**src/rtl/i2c_cfg_seq.sv**
```systemverilog
`timescale 1ns/1ps
module i2c_cfg_seq #(
  parameter int CLK_HZ = 50_000_000,
  parameter int SCL_HZ = 100_000,
  parameter int NCH = 6,
  parameter int NREG = 16,
  parameter logic [7:0] DEV_ADDR = 8'h40
) (
  input  logic clk,
  input  logic rst_n,
  input  logic [$clog2(NCH)-1:0] chan_sel,
  input  logic start,
  input  logic sda_i,
  output logic sda_oe,
  output logic scl_oe,
  output logic busy,
  output logic done,
  output logic ack_err
);
  localparam int DIV = CLK_HZ / (4 * SCL_HZ);
  localparam int CW  = $clog2(DIV + 1);
  localparam int EW  = $clog2(NREG);
  localparam int CHW = $clog2(NCH);

  typedef enum logic [1:0] {S_IDLE, S_START, S_BIT, S_STOP} st_t;

  function automatic logic [15:0] rom_word(input logic [CHW-1:0] c, input logic [EW-1:0] i);
    logic [7:0] s, d;
    s = 8'h20 + 8'(i);
    d = 8'({c, i}) ^ 8'hC3;
    return {s, d};
  endfunction

  st_t st;
  logic [CW-1:0] cnt;
  logic [1:0] ph, byten;
  logic [3:0] bitn;
  logic [EW-1:0] entry;
  logic [CHW-1:0] ch;
  logic [7:0] sh;
  logic pend, nak;

  wire tick  = (cnt == CW'(DIV - 1));
  wire valid = {1'b0, chan_sel} < (CHW+1)'(NCH);
  wire req   = start | (valid & (chan_sel != ch));
  wire [15:0] word = rom_word(ch, entry);

  assign busy = (st != S_IDLE);

  always_ff @(posedge clk) begin
    if (!rst_n) cnt <= '0;
    else cnt <= tick ? '0 : cnt + 1'b1;
  end

  always_ff @(posedge clk) begin
    if (!rst_n) begin
      st <= S_IDLE; ph <= '0; bitn <= '0; byten <= '0; entry <= '0;
      ch <= '0; sh <= '0; pend <= 1'b1; nak <= 1'b0;
      sda_oe <= 1'b0; scl_oe <= 1'b0; ack_err <= 1'b0; done <= 1'b0;
    end else begin
      done <= 1'b0;
      if (req) pend <= 1'b1;
      if (tick) begin
        if (st != S_IDLE) ph <= ph + 1'b1;
        case (st)
          S_IDLE: if (pend) begin
            st <= S_START; ph <= '0; entry <= '0; pend <= 1'b0;
            if (valid) ch <= chan_sel;
          end
          S_START: case (ph)
            2'd0: begin sda_oe <= 1'b0; scl_oe <= 1'b0; end
            2'd1: sda_oe <= 1'b1;
            2'd2: scl_oe <= 1'b1;
            default: begin
              st <= S_BIT; bitn <= '0; byten <= '0; sh <= DEV_ADDR; nak <= 1'b0;
            end
          endcase
          S_BIT: case (ph)
            2'd0: sda_oe <= (bitn == 4'd8) ? 1'b0 : ~sh[7];
            2'd1: scl_oe <= 1'b0;
            2'd2: if (bitn == 4'd8 && sda_i) begin nak <= 1'b1; ack_err <= 1'b1; end
            default: begin
              scl_oe <= 1'b1;
              if (bitn == 4'd8) begin
                if (nak || byten == 2'd2) st <= S_STOP;
                else begin
                  byten <= byten + 1'b1;
                  bitn <= '0;
                  sh <= (byten == 2'd0) ? word[15:8] : word[7:0];
                end
              end else begin
                bitn <= bitn + 1'b1;
                sh <= {sh[6:0], 1'b0};
              end
            end
          endcase
          S_STOP: case (ph)
            2'd0: sda_oe <= 1'b1;
            2'd1: scl_oe <= 1'b0;
            2'd2: sda_oe <= 1'b0;
            default: begin
              if (pend) begin
                st <= S_START; entry <= '0; pend <= 1'b0;
                if (valid) ch <= chan_sel;
              end else if (entry == EW'(NREG - 1)) begin
                st <= S_IDLE; done <= 1'b1;
              end else begin
                st <= S_START; entry <= entry + 1'b1;
              end
            end
          endcase
          default: st <= S_IDLE;
        endcase
      end
    end
  end
endmodule

```
**config.mk**
```make
export PLATFORM = sky130hd
export DESIGN_NAME = i2c_cfg_seq
export DESIGN_NICKNAME = d
export VERILOG_FILES = /design/src/rtl/i2c_cfg_seq.sv
export SDC_FILE = /design/constraint.sdc
export NUM_CORES = 1
export LEC_CHECK = 0
export BUFFER_PORTS_ARGS = -buffer_cell sky130_fd_sc_hd__clkbuf_2
export CAP_MARGIN = 20
export CORE_MARGIN = 2
export CORE_UTILIZATION = 65
export DETAILED_ROUTE_END_ITERATION = 12
export PLACE_DENSITY = 0.83
export SYNTH_ARGS = -nofsm -noshare
export SYNTH_HDL_FRONTEND = slang
export SYNTH_SLANG_ARGS = --single-unit
```
**constraint.sdc**
```tcl
create_clock -name clk -period 4.9 [get_ports clk]
set_clock_uncertainty 0.2 [all_clocks]
set_input_delay 0.49 -clock clk [delete_from_list [all_inputs] [get_ports clk]]
set_output_delay 0.49 -clock clk [all_outputs]
set_load 0.02 [all_outputs]
```
==> results of run 1 <==
## per-layer routing
metal	up-vias	GRT usage, %	wire length, um
met5	-	0	0
met4	0	12.5	72
met3	9	4.86	251
met2	52	40.3	2040
met1	900	35.4	2230
li1	985	-	-
## synth_stat cells (all sizes together), types with 2 or more instances
master | number | area share [%]
o211ai | 4 | 1.4
nor2 | 20 | 3.5
nand2 | 13 | 2.2
inv | 19 | 3.2
dfxtp | 38 | 34
nor2b | 2 | 0.56
xnor2 | 2 | 0.79
and2 | 3 | 0.85
nand3b | 2 | 0.68
mux2 | 4 | 2.0
ha | 15 | 8.5
nand3 | 22 | 5.5
xor2 | 6 | 2.4
a311oi | 3 | 1.2
o31ai | 6 | 2.0
nand4 | 3 | 1.1
a22oi | 3 | 1.0
a211oi | 7 | 2.9
nand2b | 3 | 0.85
o311ai | 2 | 0.79
o21ai | 19 | 4.3
nor3b | 2 | 0.68
o32ai | 2 | 0.79
buf | 2 | 0.56
nor3 | 5 | 1.1
and3 | 3 | 0.85
mux2i | 4 | 1.8
a21oi | 21 | 4.7
o22ai | 2 | 0.56
clkbuf | 9 | 1.5
or3 | 3 | 0.85
## worst max-delay path by stage
stage	startpoint	to	slack (ns)	depth (start not counted)
final	st[0]	sh[5]	2.20	6
after detailed placement	st[0]	sh[5]	2.27	6
after CTS	st[0]	sh[5]	2.24	6
after global routing	st[0]	sh[0]	1.94	6
after global placement	st[0]	sh[6]	2.29	6
after floorplan	byten[0]	bitn[3]	3.05	6
## cell families (layout without fill, tap and decap cells)
kind of cell,after synthesis,in the layout
flip-flops,38,38
AO/OA/AOI/OAI,78,78
multiplexers,8,8
AND/OR/NAND/NOR,88,88
XOR/XNOR,8,8
adder cells (fa/ha/maj),15,15
buffers and inverters,31,39
## per-stage QoR
step / utilization (%) / cell area (um^2) / hold WS, ns
3_5_place_dp: 69.0 / 2290 / 0.258
5_1_grt: 71.4 / 2360 / 0.219
3_3_place_gp: 69.0 / 2290 / 0.253
2_1_floorplan: - / 2220 / 0.241
6_report: 71.4 / 2360 / 0.191
4_1_cts: 71.4 / 2360 / 0.192
## final cells by class
cell class,count,area (um^2),share of cell area [%]
inverter,20,75.1,3.18
clock buffer,5,37.5,1.59
multi-input combinational,197,1340,56.6
sequential,38,761,32.2
clock inverter,3,40.0,1.69
timing repair buffer,11,55.1,2.33
tap,46,57.6,2.44
## state kept, by name, indices dropped and copies added (netlist names), 2 cells and up
register and flops:
sh 8, cnt 7, bitn 4, entry 4, ch 3, byten 2
ph 2, st 2
## power breakdown
group          leakage, nW  internal, mW  total (mW)  switching, mW
clock network       0.0450         0.106       0.217          0.112
registers            0.307         0.311       0.313        0.00256
logic                0.520       0.00618      0.0182         0.0121
## worst max-delay path, stage by stage, from the launching register on
cell	delay, ns
dfxtp_1	0.35
inv_1	0.11
ha_1	0.58
nand4b_1	0.24
o22ai_1	0.79
o21ai_0	0.17
a21oi_1	0.17
==> flow_metrics.py, run 1 <==
metrics = {
    "placed_design": {
        "place_worst_setup_slack_ns": 2.27,
        "gp_congestion": 0.856,
        "port_buffers": 11,
        "hpwl_mm": 3.24,
        "dp.cells": 312,
    },
    "status": {
        "outcome": "finished clean",
    },
    "critical_path": {
        "arrival_ns": 2.78,
        "reg2reg_slack_ns": 2.20,
        "crit_fanout": 21,
        "path_class": "reg2reg",
        "reg2reg_from": "st[0]",
        "start_kind": "flop",
        "critPathRequiredTime_ns": 4.98,
        "r2r-end": "sh[5]",
        "cp-end-kind": "flop",
        "ff2ff_path_depth": 6,
    },
    "synthesis": {
        "avgSynthCellArea_um2": 8.34,
        "ys_warn_count": 0,
        "synth_area_um2": 2220,
        "synth_compound_area_share_pct": 23.5,
        "synth_cell_types": 54,
        "synthSimpleGateAreaFrac_pct": 21.3,
        "synthAdderAreaFrac_pct": 8.46,
        "synth_top_family_by_area": "compound AO/OA/AOI/OAI gates",
        "async_reset_ff_share_pct": 0,
        "synth-seq-cells": 38,
        "synth-xor-area-share_pct": 3.16,
        "muxShareOfSynthArea_pct": 3.83,
        "seq_area_frac_synth_pct": 34.3,
        "syn_inst": 266,
        "synth_nets": 288,
        "synth_edf_count": 0,
        "ys.flop_type": "dfxtp_1",
    },
    "floorplanning": {
        "core_area_um2": 3310,
        "rows": 21,
        "initial_utilization_pct": 67.0,
        "die_area_um2": 3900,
        "chipHeight_um": 62.4,
        "dieWidth_um": 62.4,
        "io_pins": 12,
    },
    "clocking": {
        "clockBufferDepth": 2,
        "postCtsHoldBufs": 0,
        "cts-root-buf": "clkbuf_4",
        "cts-buffers-inserted": 5,
        "h-tree-depth": 2,
        "cts_tree": "done",
        "cts.sinks": 38,
        "clk_pin_slew_ns": 0.12,
        "postCtsSetupBuffers": 0,
        "clk_latency_ns": 0.37,
        "cts_resized": 0,
    },
    "global_routing": {
        "grt.total_usage_pct": 26.1,
        "grt_remaining_overflow": 0,
        "grt_pass1_vias": 1912,
        "grt_pass1_wl_mm": 8.33,
        "antenna_found_initial": 0,
        "grt_max_degree": 27,
    },
    "timing": {
        "setup_viol": 0,
        "tightest_slew_ns": 0.974,
        "drv_slew": 0,
        "finalSetupTns_ns": 0,
        "fin_crit_ns": 2.70,
        "slew_headroom_pct": 35.0,
        "hold_viol": 0,
        "grt_setup_unrepaired": "no",
        "layout_setup_ws_ns": 2.20,
        "fin_crit_sh_pct": 55.1,
        "fmax_mhz": 371,
    },
    "flow_run": {
        "maxCapViolCount": 0,
    },
    "power_and_ir_drop": {
        "irDropWorstVdd_v": 0.000179,
        "finalPower_mw": 0.549,
        "leakage_nw": 0.871,
        "p_per_area_nw_per_um2": 232,
    },
    "final_layout": {
        "synthToLayoutAreaGrowth_pct": 6.48,
        "diodes": 0,
        "layout_commonest_cell": "dfxtp_1",
        "fill_cells": 294,
        "final_cells": 320,
        "drive_gt1_share_pct": 10.6,
        "mostFrequentLayoutCells": "dfxtp_1, nand3_1, a21oi_1",
        "nNetsFinal": 295,
    },
    "drt": {
        "drt_iter0_markers": 164,
        "dr.pass1.iters": 4,
        "drtAntennaViolNets": 0,
        "vias_per_cell": 6.08,
        "wl_per_cell_um": 14.3,
        "num_vias": 1946,
        "routed_wl_mm": 4.59,
        "remaining_drc_errors": 0,
    },
    "hold_path": {
        "worstHoldPathType": "in2reg",
        "hp-start": "chan_sel[1]",
        "min_path_cells": 3,
        "hold_path_end": "ch[1]",
    },
}
No activity file was read; power rests on OpenSTA's default activity.
==> run 2, diff against run 1 <==
Settings changed: ABC_AREA from default to 1, CORE_UTILIZATION 65 to 61, PLACE_DENSITY 0.83 to 0.79.
Clock period 4.9 ns to 2.5 ns, I/O delays scaled along.
==> flow_metrics.py, run 2 <==
metrics = {
    "clocking": {
        "cts-buffers-inserted": 5,
        "clockBufferDepth": 2,
        "cts-root-buf": "clkbuf_8",
        "cts.sinks": 38,
        "postCtsSetupBuffers": 0,
        "cts_resized": 0,
        "cts_tree": "done",
        "clk_pin_slew_ns": 0.07,
        "h-tree-depth": 2,
        "postCtsHoldBufs": 0,
        "clk_latency_ns": 0.29,
    },
    "global_routing": {
        "grt_pass1_wl_mm": 8.06,
        "grt_pass1_vias": 1864,
        "grt.total_usage_pct": 24.4,
        "antenna_found_initial": 0,
        "grt_max_degree": 24,
        "grt_remaining_overflow": 0,
    },
    "critical_path": {
        "ff2ff_path_depth": 8,
        "cp-end-kind": "flop",
        "crit_fanout": 23,
        "r2r-end": "bitn[2]",
        "start_kind": "flop",
        "path_class": "reg2reg",
        "arrival_ns": 2.00,
        "critPathLaunch": "st[0]",
        "reg2reg_slack_ns": 0.53,
        "critPathRequiredTime_ns": 2.53,
        "reg2reg_from": "st[0]",
    },
    "drt": {
        "wl_met1_mm": 2.28,
        "vias_per_cell": 5.04,
        "wl_per_cell_um": 11.0,
        "dr_wl_met3_um": 209,
        "drtAntennaViolNets": 0,
        "remaining_drc_errors": 0,
        "drt_iter0_markers": 120,
        "num_vias": 2092,
        "routed_wl_mm": 4.59,
        "dr.pass1.iters": 4,
        "met2WireLength_mm": 2.02,
        "top_layer": "met4",
    },
    "timing": {
        "fin_crit_ns": 1.97,
        "fmax_mhz": 508,
        "drv_slew": 0,
        "slew_headroom_pct": 68.5,
        "fin_crit_sh_pct": 78.8,
        "setup_viol": 0,
        "grt_setup_unrepaired": "no",
        "finalSetupTns_ns": 0,
        "tightest_slew_ns": 0.471,
        "hold_viol": 0,
        "layout_setup_ws_ns": 0.531,
    },
    "floorplanning": {
        "initial_utilization_pct": 62.5,
        "rows": 22,
        "core_area_um2": 3630,
        "dieWidth_um": 65.0,
        "chipHeight_um": 65.0,
        "die_area_um2": 4230,
        "io_pins": 12,
    },
    "final_layout": {
        "utilization_pct": 67.6,
        "largest_registers": "sh x8, cnt x7",
        "regMostFlops": "sh",
        "layout_commonest_cell": "nand2_1",
        "nNetsFinal": 388,
        "synthToLayoutAreaGrowth_pct": 8.04,
        "drive_gt1_share_pct": 8.72,
        "mostFrequentLayoutCells": "nand2_1, nor2_1, inv_1",
        "fill_cells": 340,
        "largest_reg_flops": 8,
        "diodes": 0,
    },
    "hold_path": {
        "worstHoldPathType": "in2reg",
        "hp-start": "chan_sel[0]",
        "hold_path_end": "ch[0]",
        "min_path_cells": 3,
    },
    "power_and_ir_drop": {
        "finalPower_mw": 1.09,
        "p_per_area_nw_per_um2": 444,
        "irDropWorstVdd_v": 0.000424,
        "leakage_nw": 1.07,
    },
    "synthesis": {
        "synthTopCellsByCount": "nand2_1, nor2_1, inv_1, dfxtp_1, nand3_1",
        "synth_edf_count": 0,
        "seq_area_frac_synth_pct": 33.5,
        "ys_warn_count": 0,
        "synth_area_um2": 2270,
        "synthDominantCellAreaShare_pct": 33.5,
        "post-synth-top-count-cell": "nand2_1",
        "syn_inst": 353,
        "yosys-top-cells-area": "dfxtp_1, nand2_1, nor2_1, ha_1, inv_1",
        "synth-seq-cells": 38,
        "async_reset_ff_share_pct": 0,
        "synth_cell_types": 28,
        "ys.flop_type": "dfxtp_1",
        "post-synth-top-area-cell": "dfxtp_1",
        "synth_nets": 375,
        "avgSynthCellArea_um2": 6.44,
    },
    "status": {
        "outcome": "finished clean",
    },
    "placed_design": {
        "hpwl_mm": 3.35,
        "port_buffers": 11,
        "gp_congestion": 0.944,
        "place_worst_setup_slack_ns": 0.557,
    },
    "flow_run": {
        "maxCapViolCount": 0,
    },
}
-- run 2: cell families after synthesis --
group	count (synthesis)	synth area share, %
simple gates	211	38.8
buf+inv	49	8.65
flops	38	33.5
compound gates	31	7.32
fa+ha+maj	15	8.26
xor+xnor	9	3.47
-- run 2: worst max-delay path, cell delays in order (launching register included) --
cell and delay, ns:
dfxtp_1 0.36, inv_1 0.12, ha_1 0.19, inv_2 0.10
nand2_1 0.12, nand4_2 0.15, nor2_4 0.41, nand2_1 0.13
a21oi_2 0.14
-- run 2: metal layers --
metal / GRT usage (%) / vias to the layer above
li1: - / 1124
met1: 31.8 / 917
met2: 39.0 / 44
met3: 6.08 / 7
met4: 8.59 / 0
met5: 0 / -
-- run 2: stage by stage --
stage	cell area, um^2	std cells	hold WS (ns)
finish	2450	415	0.0172
global route	2450	415	0.0177
CTS	2450	415	0.000857
detailed placement	2360	407	0.245
global placement	2360	407	0.241
floorplan	2270	353	0.185
-- run 2: layout make-up --
| class | instances | area (um^2) | share of cell area [%] |
|---|---|---|---|
| Clock buffer | 7 | 86.3 | 3.52 |
| Clock inverter | 1 | 5.00 | 0.204 |
| Inverter | 42 | 158 | 6.42 |
| Multi-Input combinational cell | 266 | 1320 | 53.6 |
| Sequential cell | 38 | 761 | 31.0 |
| Tap cell | 48 | 60.1 | 2.45 |
| Timing Repair Buffer | 13 | 70.1 | 2.85 |
-- run 2: worst max path at each step --
| stage | end | slack, ns |
|---|---|---|
| 2_1_floorplan | sh[6] | 0.81 |
| 3_3_place_gp | bitn[2] | 0.62 |
| 3_5_place_dp | bitn[2] | 0.56 |
| 4_1_cts | bitn[2] | 0.54 |
| 5_1_grt | sh[3] | 0.33 |
| 6_report | bitn[2] | 0.53 |
-- run 2: power by group --
group	leakage, nW	switching, mW	internal (mW)
Clock	0.0482	0.216	0.222
Sequential	0.307	0.00334	0.609
Combinational	0.711	0.0247	0.0156
Total	1.07	0.244	0.847
==> run 3, diff against run 2 <==
Clock period 2.5 ns to 2 ns, I/O delays scaled along.
==> flow_metrics.py, run 3 (same netlist as run 2, synthesis figures left out) <==
metrics = {
    "clocking": {
        "cts_tree": "done",
        "cts-buffers-inserted": 5,
        "clk_latency_ns": 0.30,
        "cts-root-buf": "clkbuf_8",
        "clockBufferDepth": 2,
        "h-tree-depth": 2,
        "cts.sinks": 38,
        "postCtsSetupBuffers": 0,
        "clk_pin_slew_ns": 0.07,
    },
    "final_layout": {
        "final_cells": 427,
        "drive_gt1_share_pct": 11.9,
        "utilization_pct": 70.9,
        "fill_cells": 336,
        "mostFrequentLayoutCells": "nand2_1, nor2_1, inv_1",
        "regMostFlops": "sh",
        "synthToLayoutAreaGrowth_pct": 13.4,
        "multiInputGateArea_um2": 1330,
        "layout_commonest_cell": "nand2_1",
        "regArea_um2": 761,
        "largest_reg_flops": 8,
        "nNetsFinal": 400,
        "diodes": 0,
        "largest_registers": "sh x8, cnt x7",
    },
    "drt": {
        "vias_per_cell": 5.05,
        "dr.pass1.iters": 4,
        "routed_wl_mm": 4.95,
        "num_vias": 2157,
        "drt_iter0_markers": 121,
        "remaining_drc_errors": 0,
        "wl_per_cell_um": 11.6,
        "drtAntennaViolNets": 0,
    },
    "critical_path": {
        "start_kind": "flop",
        "cp-end-kind": "flop",
        "ff2ff_path_depth": 9,
        "crit_path_end": "byten[0]",
        "arrival_ns": 1.87,
        "reg2reg_from": "bitn[0]",
        "reg2reg_slack_ns": 0.12,
        "critPathLaunch": "bitn[0]",
        "path_class": "reg2reg",
        "critPathRequiredTime_ns": 1.99,
        "r2r-end": "byten[0]",
        "crit_fanout": 8,
    },
    "floorplanning": {
        "die_area_um2": 4230,
        "io_pins": 12,
        "initial_utilization_pct": 62.5,
        "dieWidth_um": 65.0,
        "core_area_um2": 3630,
        "rows": 22,
        "chipHeight_um": 65.0,
    },
    "global_routing": {
        "grt_pass1_wl_mm": 8.27,
        "grt.total_usage_pct": 25.2,
        "grt_pass1_vias": 1957,
        "antenna_found_initial": 0,
        "grt_remaining_overflow": 0,
        "grt_max_degree": 23,
    },
    "power_and_ir_drop": {
        "leakage_nw": 1.12,
        "p_per_area_nw_per_um2": 535,
        "irDropWorstVdd_v": 0.000378,
    },
    "timing": {
        "finalSetupTns_ns": 0,
        "grt_setup_unrepaired": "no",
        "slew_headroom_pct": 78.3,
        "hold_viol": 0,
        "hold_slack_ns": 0.0633,
        "setup_viol": 0,
        "fin_crit_ns": 1.88,
        "drv_slew": 0,
        "fin_crit_sh_pct": 93.8,
        "tightest_slew_ns": 0.324,
        "fmax_mhz": 533,
    },
    "placed_design": {
        "port_buffers": 11,
        "hpwl_mm": 3.73,
        "gp_congestion": 0.899,
        "dp.cells": 415,
    },
    "status": {
        "outcome": "finished clean",
    },
    "flow_run": {
        "maxCapViolCount": 0,
    },
    "hold_path": {
        "worstHoldPathType": "in2reg",
    },
}
run 3: final cells by class:
type | count | area share (%)
inverter | 42 | 6.12
tap | 48 | 2.33
multi-input combinational | 266 | 51.4
clock buffer | 7 | 3.35
clock inverter | 1 | 0.194
timing repair buffer | 25 | 7.09
sequential | 38 | 29.5
run 3: repair_timing:
action	4_1_cts	5_1_grt
gates resized for setup	0	5
endpoints found under the hold margin	4	0
setup endpoints to repair	0	6
hold buffers	4	0
run 3: worst min-delay path by stage:
stage	from	endpoint	slack [ns]	depth (start not counted)
2_1_floorplan	chan_sel[0]	ch[0]	0.13	2
3_5_place_dp	nak	nak	0.25	2
3_3_place_gp	cnt[0]	cnt[0]	0.24	1
6_report	rst_n	pend	0.06	2
5_1_grt	rst_n	pend	0.10	2
4_1_cts	rst_n	pend	0.08	2
run 3: stage by stage:
| step | worst slack [ns] | power, mW | instance area [um^2] |
|---|---|---|---|
| floorplan | 0.310 | 0.816 | 2270 |
| global placement | 0.141 | 0.836 | 2440 |
| detailed placement | 0.105 | 0.837 | 2440 |
| CTS | 0.0996 | 1.39 | 2570 |
| global route | 0.00964 | 1.43 | 2580 |
| finish | 0.125 | 1.38 | 2580 |
run 3: per-layer routing:
| layer | wire length [um] | global-route usage [%] |
|---|---|---|
| met5 | 0 | 0 |
| met4 | 23 | 7.81 |
| met2 | 2390 | 43.0 |
| met1 | 2400 | 31.8 |
| met3 | 136 | 5.21 |
run 3: report_power, final:
group	leakage [nW]	switching, mW	internal [mW]
Combinational	0.762	0.0327	0.0272
Sequential	0.307	0.00442	0.761
Clock	0.0482	0.277	0.278
Total	1.12	0.314	1.07
run 3: worst max-delay path, stage by stage, from the launching register on:
cell and delay [ns]:
dfxtp_1 0.34, inv_1 0.09, ha_1 0.18, nand3_2 0.20
nand2_1 0.31, nand2_1 0.11, nor2_1 0.15, nand3_1 0.08
nand2_1 0.07, nor2_1 0.04
